$ cat src/rtl/irq_pkg.sv
package irq_pkg;
  localparam int DATA_W_DEF  = 32;
  localparam int TXQ_N_DEF   = 4;
  localparam int TXQ_LSB_DEF = 24;
  localparam logic SEL_STAT = 1'b0;
  localparam logic SEL_MASK = 1'b1;
endpackage

$ cat src/rtl/irq_src_merge.sv
module irq_src_merge #(
  parameter int DATA_W  = 32,
  parameter int TXQ_N   = 4,
  parameter int TXQ_LSB = 24
) (
  input  logic [DATA_W-1:0] evt_i,
  input  logic [TXQ_N-1:0]  txq_done_i,
  output logic [DATA_W-1:0] set_o
);
  for (genvar b = 0; b < DATA_W; b++) begin : g_bit
    if (b >= TXQ_LSB && b < TXQ_LSB + TXQ_N) begin : g_txq
      assign set_o[b] = evt_i[b] | txq_done_i[b-TXQ_LSB];
    end else begin : g_gen
      assign set_o[b] = evt_i[b];
    end
  end
endmodule

$ cat src/rtl/irq_status_bank.sv
module irq_status_bank #(
  parameter int DATA_W = 32
) (
  input  logic              clk_i,
  input  logic              rst_ni,
  input  logic [DATA_W-1:0] set_i,
  input  logic              clr_i,
  output logic [DATA_W-1:0] stat_o
);
  // set wins over clear so a colliding event survives the read
  for (genvar b = 0; b < DATA_W; b++) begin : g_bit
    always_ff @(posedge clk_i or negedge rst_ni) begin
      if (!rst_ni)       stat_o[b] <= 1'b0;
      else if (set_i[b]) stat_o[b] <= 1'b1;
      else if (clr_i)    stat_o[b] <= 1'b0;
    end
  end


  set_survives_chk: assert property (@(posedge clk_i) disable iff (!rst_ni)
    set_i != '0 |=> (stat_o & $past(set_i)) == $past(set_i));

  clear_all_chk: assert property (@(posedge clk_i) disable iff (!rst_ni)
    clr_i && set_i == '0 |=> stat_o == '0);

  hold_chk: assert property (@(posedge clk_i) disable iff (!rst_ni)
    !clr_i && set_i == '0 |=> $stable(stat_o));
endmodule

$ cat src/rtl/irq_mask_reg.sv
module irq_mask_reg #(
  parameter int DATA_W = 32
) (
  input  logic              clk_i,
  input  logic              rst_ni,
  input  logic              wr_en_i,
  input  logic [DATA_W-1:0] wr_data_i,
  output logic [DATA_W-1:0] mask_o
);
  always_ff @(posedge clk_i or negedge rst_ni) begin
    if (!rst_ni)      mask_o <= '0;
    else if (wr_en_i) mask_o <= wr_data_i;
  end


  mask_hold_chk: assert property (@(posedge clk_i) disable iff (!rst_ni)
    !wr_en_i |=> $stable(mask_o));
endmodule

$ cat src/rtl/irq_req_tree.sv
module irq_req_tree #(
  parameter int DATA_W = 32
) (
  input  logic [DATA_W-1:0] stat_i,
  input  logic [DATA_W-1:0] mask_i,
  output logic              irq_o
);
  logic [DATA_W-1:0] hit;
  assign hit   = stat_i & mask_i;
  assign irq_o = |hit;
endmodule

$ cat src/rtl/irq_status_ctrl.sv
module irq_status_ctrl #(
  parameter int DATA_W  = irq_pkg::DATA_W_DEF,
  parameter int TXQ_N   = irq_pkg::TXQ_N_DEF,
  parameter int TXQ_LSB = irq_pkg::TXQ_LSB_DEF
) (
  input  logic              clk_i,
  input  logic              rst_ni,
  input  logic [DATA_W-1:0] evt_i,
  input  logic [TXQ_N-1:0]  txq_done_i,
  input  logic              rd_en_i,
  input  logic              rd_sel_i,
  output logic [DATA_W-1:0] rd_data_o,
  input  logic              wr_en_i,
  input  logic              wr_sel_i,
  input  logic [DATA_W-1:0] wr_data_i,
  output logic              irq_o
);
  logic [DATA_W-1:0] set_w, stat_q, mask_q;
  logic              stat_clr, mask_wr;

  assign stat_clr = rd_en_i && (rd_sel_i == irq_pkg::SEL_STAT);
  // status has no write path
  assign mask_wr  = wr_en_i && (wr_sel_i == irq_pkg::SEL_MASK);

  irq_src_merge #(.DATA_W(DATA_W), .TXQ_N(TXQ_N), .TXQ_LSB(TXQ_LSB)) u_merge (
    .evt_i      (evt_i),
    .txq_done_i (txq_done_i),
    .set_o      (set_w)
  );

  irq_status_bank #(.DATA_W(DATA_W)) u_stat (
    .clk_i  (clk_i),
    .rst_ni (rst_ni),
    .set_i  (set_w),
    .clr_i  (stat_clr),
    .stat_o (stat_q)
  );

  irq_mask_reg #(.DATA_W(DATA_W)) u_mask (
    .clk_i     (clk_i),
    .rst_ni    (rst_ni),
    .wr_en_i   (mask_wr),
    .wr_data_i (wr_data_i),
    .mask_o    (mask_q)
  );

  irq_req_tree #(.DATA_W(DATA_W)) u_req (
    .stat_i (stat_q),
    .mask_i (mask_q),
    .irq_o  (irq_o)
  );

  always_ff @(posedge clk_i or negedge rst_ni) begin
    if (!rst_ni)      rd_data_o <= '0;
    else if (rd_en_i) rd_data_o <= (rd_sel_i == irq_pkg::SEL_MASK) ? mask_q : stat_q;
  end


  rd_stat_chk: assert property (@(posedge clk_i) disable iff (!rst_ni)
    stat_clr |=> rd_data_o == $past(stat_q));

  rd_mask_noclr_chk: assert property (@(posedge clk_i) disable iff (!rst_ni)
    rd_en_i && rd_sel_i == irq_pkg::SEL_MASK && set_w == '0 |=> $stable(stat_q));

  wr_stat_ignored_chk: assert property (@(posedge clk_i) disable iff (!rst_ni)
    wr_en_i && wr_sel_i == irq_pkg::SEL_STAT && !rd_en_i && set_w == '0
      |=> $stable(stat_q) && $stable(mask_q));

  irq_needs_src_chk: assert property (@(posedge clk_i) disable iff (!rst_ni)
    irq_o |-> stat_q != '0 && mask_q != '0);

  masked_latch_chk: assert property (@(posedge clk_i) disable iff (!rst_ni)
    set_w != '0 |=> stat_q != '0);
endmodule

$ cat config.mk
export PLATFORM = sky130hd
export DESIGN_NAME = irq_status_ctrl
export DESIGN_NICKNAME = d
export VERILOG_FILES = /design/src/rtl/irq_pkg.sv /design/src/rtl/irq_src_merge.sv /design/src/rtl/irq_status_bank.sv /design/src/rtl/irq_mask_reg.sv /design/src/rtl/irq_req_tree.sv /design/src/rtl/irq_status_ctrl.sv
export SDC_FILE = /design/constraint.sdc
export NUM_CORES = 1
export LEC_CHECK = 0
export BUFFER_PORTS_ARGS = -buffer_cell sky130_fd_sc_hd__buf_2
export CORE_MARGIN = 5
export CORE_UTILIZATION = 56
export CTS_CLUSTER_SIZE = 24
export DETAILED_ROUTE_END_ITERATION = 7
export PLACE_DENSITY = 0.87
export SYNTH_ARGS = -nofsm -noshare
export SYNTH_HDL_FRONTEND = slang
export SYNTH_SLANG_ARGS = --single-unit
$ cat constraint.sdc
create_clock -name clk_i -period 2.1 [get_ports clk_i]
set_input_delay 0.42 -clock clk_i [delete_from_list [all_inputs] [get_ports clk_i]]
set_output_delay 0.42 -clock clk_i [all_outputs]
set_load 0.01 [all_outputs]
# After elaboration in Yosys (flattened, before gate mapping)
# Cells that the tools add are included.
[word_totals]
ff_bits = 96
inputBits = 74
output_inout_bits = 33
wordCells = 109
[classes]
mux = 34
bitwise_logic = 6
n_reduce_logical = 35
[ops]
columns = ["operator", "count"]
rows = [
  ["$reduce_bool 2->1", 32],
  ["$mux 1", 33],
  ["$and 32x32->32", 1],
  ["$mux 32", 1],
  ["$reduce_or 32->1", 1],
  ["$or 1x1->1", 4],
  ["$logic_and 1x1->1", 2],
  ["$not 1->1", 1],
]

# Longest topological paths before layout
# Gate-level depths: netlist (run 1).
[depth]
word_depth = 4
depth_mapped = 4
mapped_depth_nobuf = 3

# Hierarchy
# A second synthesis (run 1) with hierarchy kept.
[hier_totals]
hier_cells = 330
hier_area_um2 = 4337.9
[by_module_without_submodules]
columns = ["mod", "instances", "cells_per_inst", "area_per_inst_um2", "seq_area_each_um2"]
rows = [
  ["irq_status_ctrl", 1, 141, 1519.0, 800.8],
  ["irq_mask_reg", 1, 68, 1345.0, 800.8],
  ["irq_status_bank", 1, 68, 1081.0, 800.8],
  ["irq_src_merge", 1, 32, 235.2, 0.0],
  ["irq_req_tree", 1, 21, 157.7, 0.0],
]

# Worst setup path before layout (run 1)
# OpenSTA, ideal clock, no wires.
[synth_path]
path_type = "reg2out"
start = "reg u_mask.mask_o[23]"
end = "out irq_o"
t_arrival_ps = 1203
slack_ps = 477
path_stages_with_launch = 4
path_buffers = 0
cell_sequence = "dfrtp_1 -> a22oi_1 -> nand4_1 -> or4_1"
[synth_between]
elab_chain_len = 2
[synth_lines]
columns = ["item", "line", "source"]
rows = [
  ["start, declared", "irq_mask_reg.sv:8", "output logic [DATA_W-1:0] mask_o"],
  ["start signal, assigned", "irq_mask_reg.sv:12", "else if (wr_en_i) mask_o <= wr_data_i;"],
  ["$and 32x32->32", "irq_req_tree.sv:9", "assign hit = stat_i & mask_i;"],
  ["$reduce_or 32->1", "irq_req_tree.sv:10", "assign irq_o = |hit;"],
  ["end, declared", "irq_status_ctrl.sv:16", "output logic irq_o"],
]
# No other way between the ends.

# Worst setup path in the final report (run 1)
# Ends and elaborated chain as after synthesis.

==> out/summary.txt, run 1 <==
Post-route setup slack - -0.144 ns
Area grow syn2layout - 22.2%
Worst rel slew slack - 67.0%
Leakage power - 2.20 nW
Top Family by Delay on Critical Path - simple AND/OR/NAND/NOR gates
Worst hold path class - input pin to asynchronous set/reset pin
Most area-consuming cells after synthesis - dfrtp_1 (62%), mux2_2 (9.3%), mux2i_1 (8.3%)
Largest fanout on the critical path - 3
Period minus WS final - 2.24 ns
FMAX - 446 MHz
GRT Residual Overflow - 0
RSZ-0062 raised after global routing - yes
Status - complete, but fails checks
Yosys top cell area share - 62.0%
Cell count after synthesis - 296
Total Routed Length - 9050 microns
Vias in the first global route - 2981
Final Skew - 0.0121 ns
Syn nets - 370
Sequential area share after synthesis - 62.0%
Top cells by count, synth - dfrtp_1 (96), a21oi_1 (32), mux2_2 (32), mux2i_1 (32), nor2_1 (32)
Most frequent cell after synthesis - dfrtp_1
Distinct cells, synth - 16
Hold Fails Final Rpt - 0
RR Startpoint - u_stat.stat_o[9]$_DFFE_PN0P_
# setup viols final - 1
Worst setup EP type - output port
Flop pwr share - 55.4%
Avg Cell Area, Syn - 13.1 sq um
Number of buffers created by CTS - 9
Clock buffer depth - 2
Die area - 8690 sq um
Final period util - 107%
Slew Viols, Final - 0
CP startpoint - u_mask.mask_o[23]$_DFFE_PN0P_
Share of cells above drive strength 1 - 41.7%
Clk sinks - 96
# IOs - 107
Type of origin of the critical path - flop
Final ANT Viol Nets - 0
YS warnings - 0
Sw power - 1.09 mW
Worst path bufs/invs - 1
Antenna diodes - 0
Starting density of the core - 57.4%
Worst slew pin tran - 0.495 ns
Hold-fix buffers, CTS - 0
First-pass GRT wire length - 14600 microns
Placer Congestion - 0.797
Yosys reg bits - 96
Post-synth design cell area - 3880 sq um
Post-synth EDFFs - 0
Arr. time, crit path - 1.82 ns
Root Buffer - clkbuf_8
Largest net degree at the start of global routing - 40
Port bufs - 106
Critical path cell sequence - a22oi_2 -> nand4_1 -> or4_4 -> buf_6
Slowest CP cell - or4_4
Cell Pwr Density - 848 nW/um^2
CP Class - flop to output port
Failing checks - setup timing
Row Count - 30
Post-Route Utilization - 70.1%
Pre-Repair DR Iteration Count - 4
Max cap viols - 0
H-tree Lvls - 3
Clock tree from TritonCTS - yes
Core ar. - 6760 sq um
Net Sw Frac - 27.2%
Clk slew on worst S/H paths - 0.09 ns
Initial antenna violation count - 0
Vias per cell - 5.59
Die height - 93.2 microns
Via count - 2741
Number of DRC markers in iteration 0 - 157
Internal power - 2.93 mW
Clock share of power - 28.2%
Detail Placement HPWL - 6560 microns
Critical Path RT - 1.68 ns
Worst IR drop on VDD - 431 uV
Worst stage delay on the critical path - 0.56 ns
Drt drc - 0
Nets - 479
Area leader, netlist - dfrtp_1
Clock Latency Late Sink - 0.35 ns
Die W - 93.2 microns
Gate power share - 16.5%
Avg WL per Cell - 18.5 microns
Post-synth ARST share - 100%
Main flop type after synthesis - dfrtp_1
Worst hold slack - 0.0283 ns
Aggregate global-route resource usage - 22.2%
-- per-layer routing --
layer	vias up	global-route usage, %	share of wire [%]
li1	1285	-	-
met1	1355	29.2	41
met2	86	36.6	52
met3	15	3.54	5.3
met4	0	9.40	2.1
met5	-	0	0
-- cell families (layout without fill, tap and decap cells) --
group / Yosys count / count (layout) / synth area share, %
AOI/OAI and AO/OA: 80 / 80 / 13.8
buffers and inverters: 17 / 131 / 2.29
DFF: 96 / 96 / 62.0
muxes: 64 / 64 / 17.6
and+or+nand+nor: 39 / 39 / 4.39
-- flip-flops by register name (all words and copies together), names as in the netlist --
register,count
u_stat.stat_o,32
rd_data_o,32
u_mask.mask_o,32
-- placed cells by master, fill, tap and decap left out, types with 4 or more instances in the layout --
cell,count
a211o_1,4
a21o_1,28
a21oi_1,32
a22oi_1,8
a22oi_2,8
buf_2,104
buf_4,8
clkbuf_8,12
dfrtp_1,96
mux2_2,32
mux2i_1,32
nand4_1,4
nor2_1,32
-- final timing paths --
check                           cells after the start  slack [ns]                             to
worst max-delay path                                4       -0.14                          irq_o
worst min-delay path                                1        0.03  u_mask.mask_o[12]$_DFFE_PN0P_
worst max register to register                      3        1.19       rd_data_o[9]$_DFFE_PN0P_
worst min register to register                      1        0.51  u_stat.stat_o[16]$_DFFE_PN0P_
max in group asynchronous                           2        1.43  u_mask.mask_o[21]$_DFFE_PN0P_
min in group clk_i                                  2        0.24  u_stat.stat_o[11]$_DFFE_PN0P_
-- power groups by stage --
stage	combinational (mW)	clock, mW	sequential (mW)
3_5_place_dp	0.652	0	2.25
6_report	0.661	1.13	2.22
5_1_grt	0.723	1.23	2.26
2_1_floorplan	0.329	0	2.26
3_3_place_gp	0.635	0	2.24
4_1_cts	0.666	1.15	2.22
-- repair_timing --
item                                    in CTS  in global routing
pin swaps                                    2                  3
endpoints found under the setup margin       1                  1
buffers inserted                             1                  1
gates resized for setup                      5                  3
-- layout make-up --
class	count	area (sq um)
Multi-Input combinational cell	183	1420
Tap cell	80	100
Clock buffer	14	173
Timing Repair Buffer	115	632
Sequential cell	96	2400
Clock inverter	2	12.5
Fill cell	470	2020
-- through the flow --
| step | instance area (sq um) | setup WS [ns] | instances | power [mW] | TNS, ns |
|---|---|---|---|---|---|
| after floorplan | 3880 | 0.477 | 296 | 2.59 | 0 |
| after global placement | 4500 | 0.200 | 472 | 2.87 | 0 |
| after detailed placement | 4500 | 0.174 | 472 | 2.90 | 0 |
| after CTS | 4720 | -0.139 | 489 | 4.03 | -0.139 |
| after global routing | 4740 | -0.179 | 490 | 4.21 | -0.179 |
| final | 4740 | -0.144 | 490 | 4.02 | -0.144 |
Note: power is estimated with default switching activity, not from simulation.
==> inputs of run 2 (changes only) <==
--- a/config.mk
+++ b/config.mk
@@ -8,8 +8,10 @@
 export BUFFER_PORTS_ARGS = -buffer_cell sky130_fd_sc_hd__buf_2
 export CORE_MARGIN = 5
 export CORE_UTILIZATION = 56
+export CTS_CLUSTER_DIAMETER = 120
 export CTS_CLUSTER_SIZE = 24
 export DETAILED_ROUTE_END_ITERATION = 7
+export GPL_TIMING_DRIVEN = 0
 export PLACE_DENSITY = 0.87
 export SYNTH_ARGS = -nofsm -noshare
 export SYNTH_HDL_FRONTEND = slang
==> run 2 against run 1 <==
Effect of this change:
- the flow still finishes with violations (setup timing)
- clock skew shrank 0.0024 ns
- hold slack improved by 0.21 ns
- utilization rose by 1.2 points
- register-to-register slack about the same
- power barely moved
- flip-flop and latch count is the same
==> out/summary.txt, run 2 (synthesis results as in run 1) <==
Die height - 93.2 microns (unchanged)
Via count - 2843 (+3.7%)
Arr. time, crit path - 1.80 ns (-0.02 ns)
Gate power share - 16.9% (+0.4 points)
Multi-input logic area - 1420 sq um (unchanged)
Row Count - 30 (unchanged)
H-tree Lvls - 3 (unchanged)
Share of cells above drive strength 1 - 43.4% (+1.7 points)
Total Routed Length - 9490 microns (+4.8%)
Worst path bufs/invs - 1 (unchanged)
Largest fanout on the critical path - 2 (-1)
First-pass GRT wire length - 15200 microns (+3.7%)
Worst rel slew slack - 69.3% (+2.3 points)
Final Skew - 0.00970 ns (-0.00239 ns)
Status - complete, but fails checks
Worst setup EP type - output port
Period minus WS final - 2.22 ns (-0.0197 ns)
Aggregate global-route resource usage - 22.9% (+0.74 points)
Number of DRC markers in iteration 0 - 125 (-20%)
Pre-Repair DR Iteration Count - 4 (unchanged)
# setup viols final - 1 (unchanged)
# IOs - 107 (unchanged)
Placed cell count - 482 (+2.1%)
Failing checks - setup timing
Flop pwr share - 55.4% (about the same)
Antenna diodes - 0 (unchanged)
Number of buffers created by CTS - 9 (unchanged)
Most frequent cells in the layout - buf_2 (114), dfrtp_1 (96)
Die area - 8690 sq um (unchanged)
Clk sinks - 96 (unchanged)
Final period util - 106% (-0.94 points)
RSZ-0062 raised after global routing - yes
Met2 wire length - 4820 microns (+3.3%)
Most common cell after layout, fill and taps aside - buf_2
Sw power - 1.11 mW (+2.0%)
Area grow syn2layout - 24.3%
Leakage power - 2.25 nW (+2.3%)
Nets - 495 (+3.3%)
Clock Latency Late Sink - 0.35 ns (about the same)
Initial antenna violation count - 0 (unchanged)
Slowest CP cell - or4_4
Post-route setup slack - -0.124 ns (+0.0197 ns)
Clock buffer depth - 2 (unchanged)
Internal power - 2.90 mW (-0.77%)
Met3 WL post-DR - 514 microns (+6.6%)
Design Area, Final - 4820 sq um (+1.7%)
Clock tree from TritonCTS - yes
Placer Congestion - 0.782 (-1.9%)
Cell Pwr Density - 834 nW/um^2 (-1.7%)
Register area - 2400 sq um (unchanged)
Largest net degree at the start of global routing - 69 (+73%)
Root Buffer - clkbuf_8
Die W - 93.2 microns (unchanged)
Slew Viols, Final - 0 (unchanged)
Sum Neg Setup Slack - -0.124 ns (+0.0197 ns)
Avg WL per Cell - 18.7 microns (+1.5%)
Dpl cell area - 4530 sq um (+0.75%)
Post-layout power - 4.02 mW (about the same)
Met1 wire length - 4000 microns (+7.7%)
Largest regs - rd_data_o (32), u_mask.mask_o (32), u_stat.stat_o (32)
Detail Placement HPWL - 6950 microns (+5.9%)
Worst slew pin tran - 0.460 ns (-0.0346 ns)
Clk slew on worst S/H paths - 0.09 ns (about the same)
Worst stage delay on the critical path - 0.56 ns (about the same)
Hold Fails Final Rpt - 0 (unchanged)
Final ANT Viol Nets - 0 (unchanged)
Critical Path RT - 1.68 ns (about the same)
Layout fillers - 462 (-1.7%)
Vias in the first global route - 2962 (-0.64%)
Max cap viols - 0 (unchanged)
Critical path cell sequence - a22oi_2 -> nand4_1 -> or4_4 -> buf_6
Net Sw Frac - 27.7% (+0.55 points)
Worst IR drop on VDD - 419 uV (-2.9%)
Vias per cell - 5.62 (+0.44%)
GRT Residual Overflow - 0 (unchanged)
Post-Place Worst Slack - 0.179 ns (+0.00562 ns)
Type of origin of the critical path - flop
Port bufs - 105 (-0.94%)
Drt drc - 0 (unchanged)
Max Used Layer - met4
CP Class - flop to output port
FMAX - 450 MHz (+0.89%)
Post-Route Utilization - 71.3% (+1.2 points)
Top Family by Delay on Critical Path - simple AND/OR/NAND/NOR gates
Fin cells - 506 (+3.3%)
Clock share of power - 27.7% (-0.5 points)
Core ar. - 6760 sq um (unchanged)
Worst hold path class - input pin to flop
Worst hold slack - 0.239 ns (+0.210 ns)
Starting density of the core - 57.4% (unchanged)
run 2: cell count changes in the layout (fill, tap and decap cells not counted):
| cell | change |
|---|---|
| buf_2 | +10 |
| clkinv_4 | +1 |
| clkinv_2 | +2 |
| clkbuf_1 | -2 |
| dlygate4sd3_1 | +1 |
| clkbuf_8 | -1 |
| buf_12 | -2 |
| buf_16 | +1 |
| buf_4 | +3 |
| buf_1 | +3 |
run 2: path summary, 6_finish.rpt:
| check | slack [ns] | cells past startpoint | start | to |
|---|---|---|---|---|
| worst max register to register | 1.19 | 2 | u_mask.mask_o[9]$_DFFE_PN0P_ | u_mask.mask_o[9]$_DFFE_PN0P_ |
| worst min-delay path | 0.24 | 2 | evt_i[10] | u_stat.stat_o[10]$_DFFE_PN0P_ |
| worst max-delay path | -0.12 | 4 | u_mask.mask_o[9]$_DFFE_PN0P_ | irq_o |
| min in group asynchronous | 0.53 | 2 | rst_ni | u_stat.stat_o[26]$_DFFE_PN0P_ |
| max in group asynchronous | 0.92 | 3 | rst_ni | u_stat.stat_o[2]$_DFFE_PN0P_ |
| worst min register to register | 0.52 | 1 | u_stat.stat_o[1]$_DFFE_PN0P_ | u_stat.stat_o[1]$_DFFE_PN0P_ |
run 2: what timing repair did:
| action | in CTS | in global routing |
|---|---|---|
| cloned | 0 | 0 |
| gates resized for setup | 7 | 1 |
| endpoints found under the setup margin | 1 | 1 |
| hold buffers | 1 | 0 |
| endpoints found under the hold margin | 28 | 0 |
| buffers inserted | 6 | 1 |
| pin swaps | 7 | 6 |
run 2: layout make-up:
class	count	share of cell area, %
Clock buffer	11	3.14
Buffer	17	1.84
Multi-Input combinational cell	183	29.5
Sequential cell	96	49.9
Timing Repair Buffer	114	13.0
Tap cell	80	2.08
Clock inverter	5	0.649
run 2: routing by layer:
| metal | vias to the layer above | GRT usage (%) |
|---|---|---|
| met4 | 0 | 7.94 |
| met1 | 1417 | 31.1 |
| met3 | 16 | 3.70 |
| met2 | 86 | 37.6 |
| met5 | - | 0 |
| li1 | 1324 | - |
run 2: power by group through the flow:
stage,Clock (mW),Sequential (mW),Combinational (mW)
global placement,0,2.24,0.627
floorplan,0,2.26,0.329
global route,1.21,2.25,0.744
detailed placement,0,2.25,0.656
finish,1.11,2.23,0.679
CTS,1.13,2.22,0.680
run 2: worst reg2reg max path, cell delays in order (launching register included):
cell,delay [ns]
dfrtp_1,0.41
buf_4,0.14
mux2_2,0.25
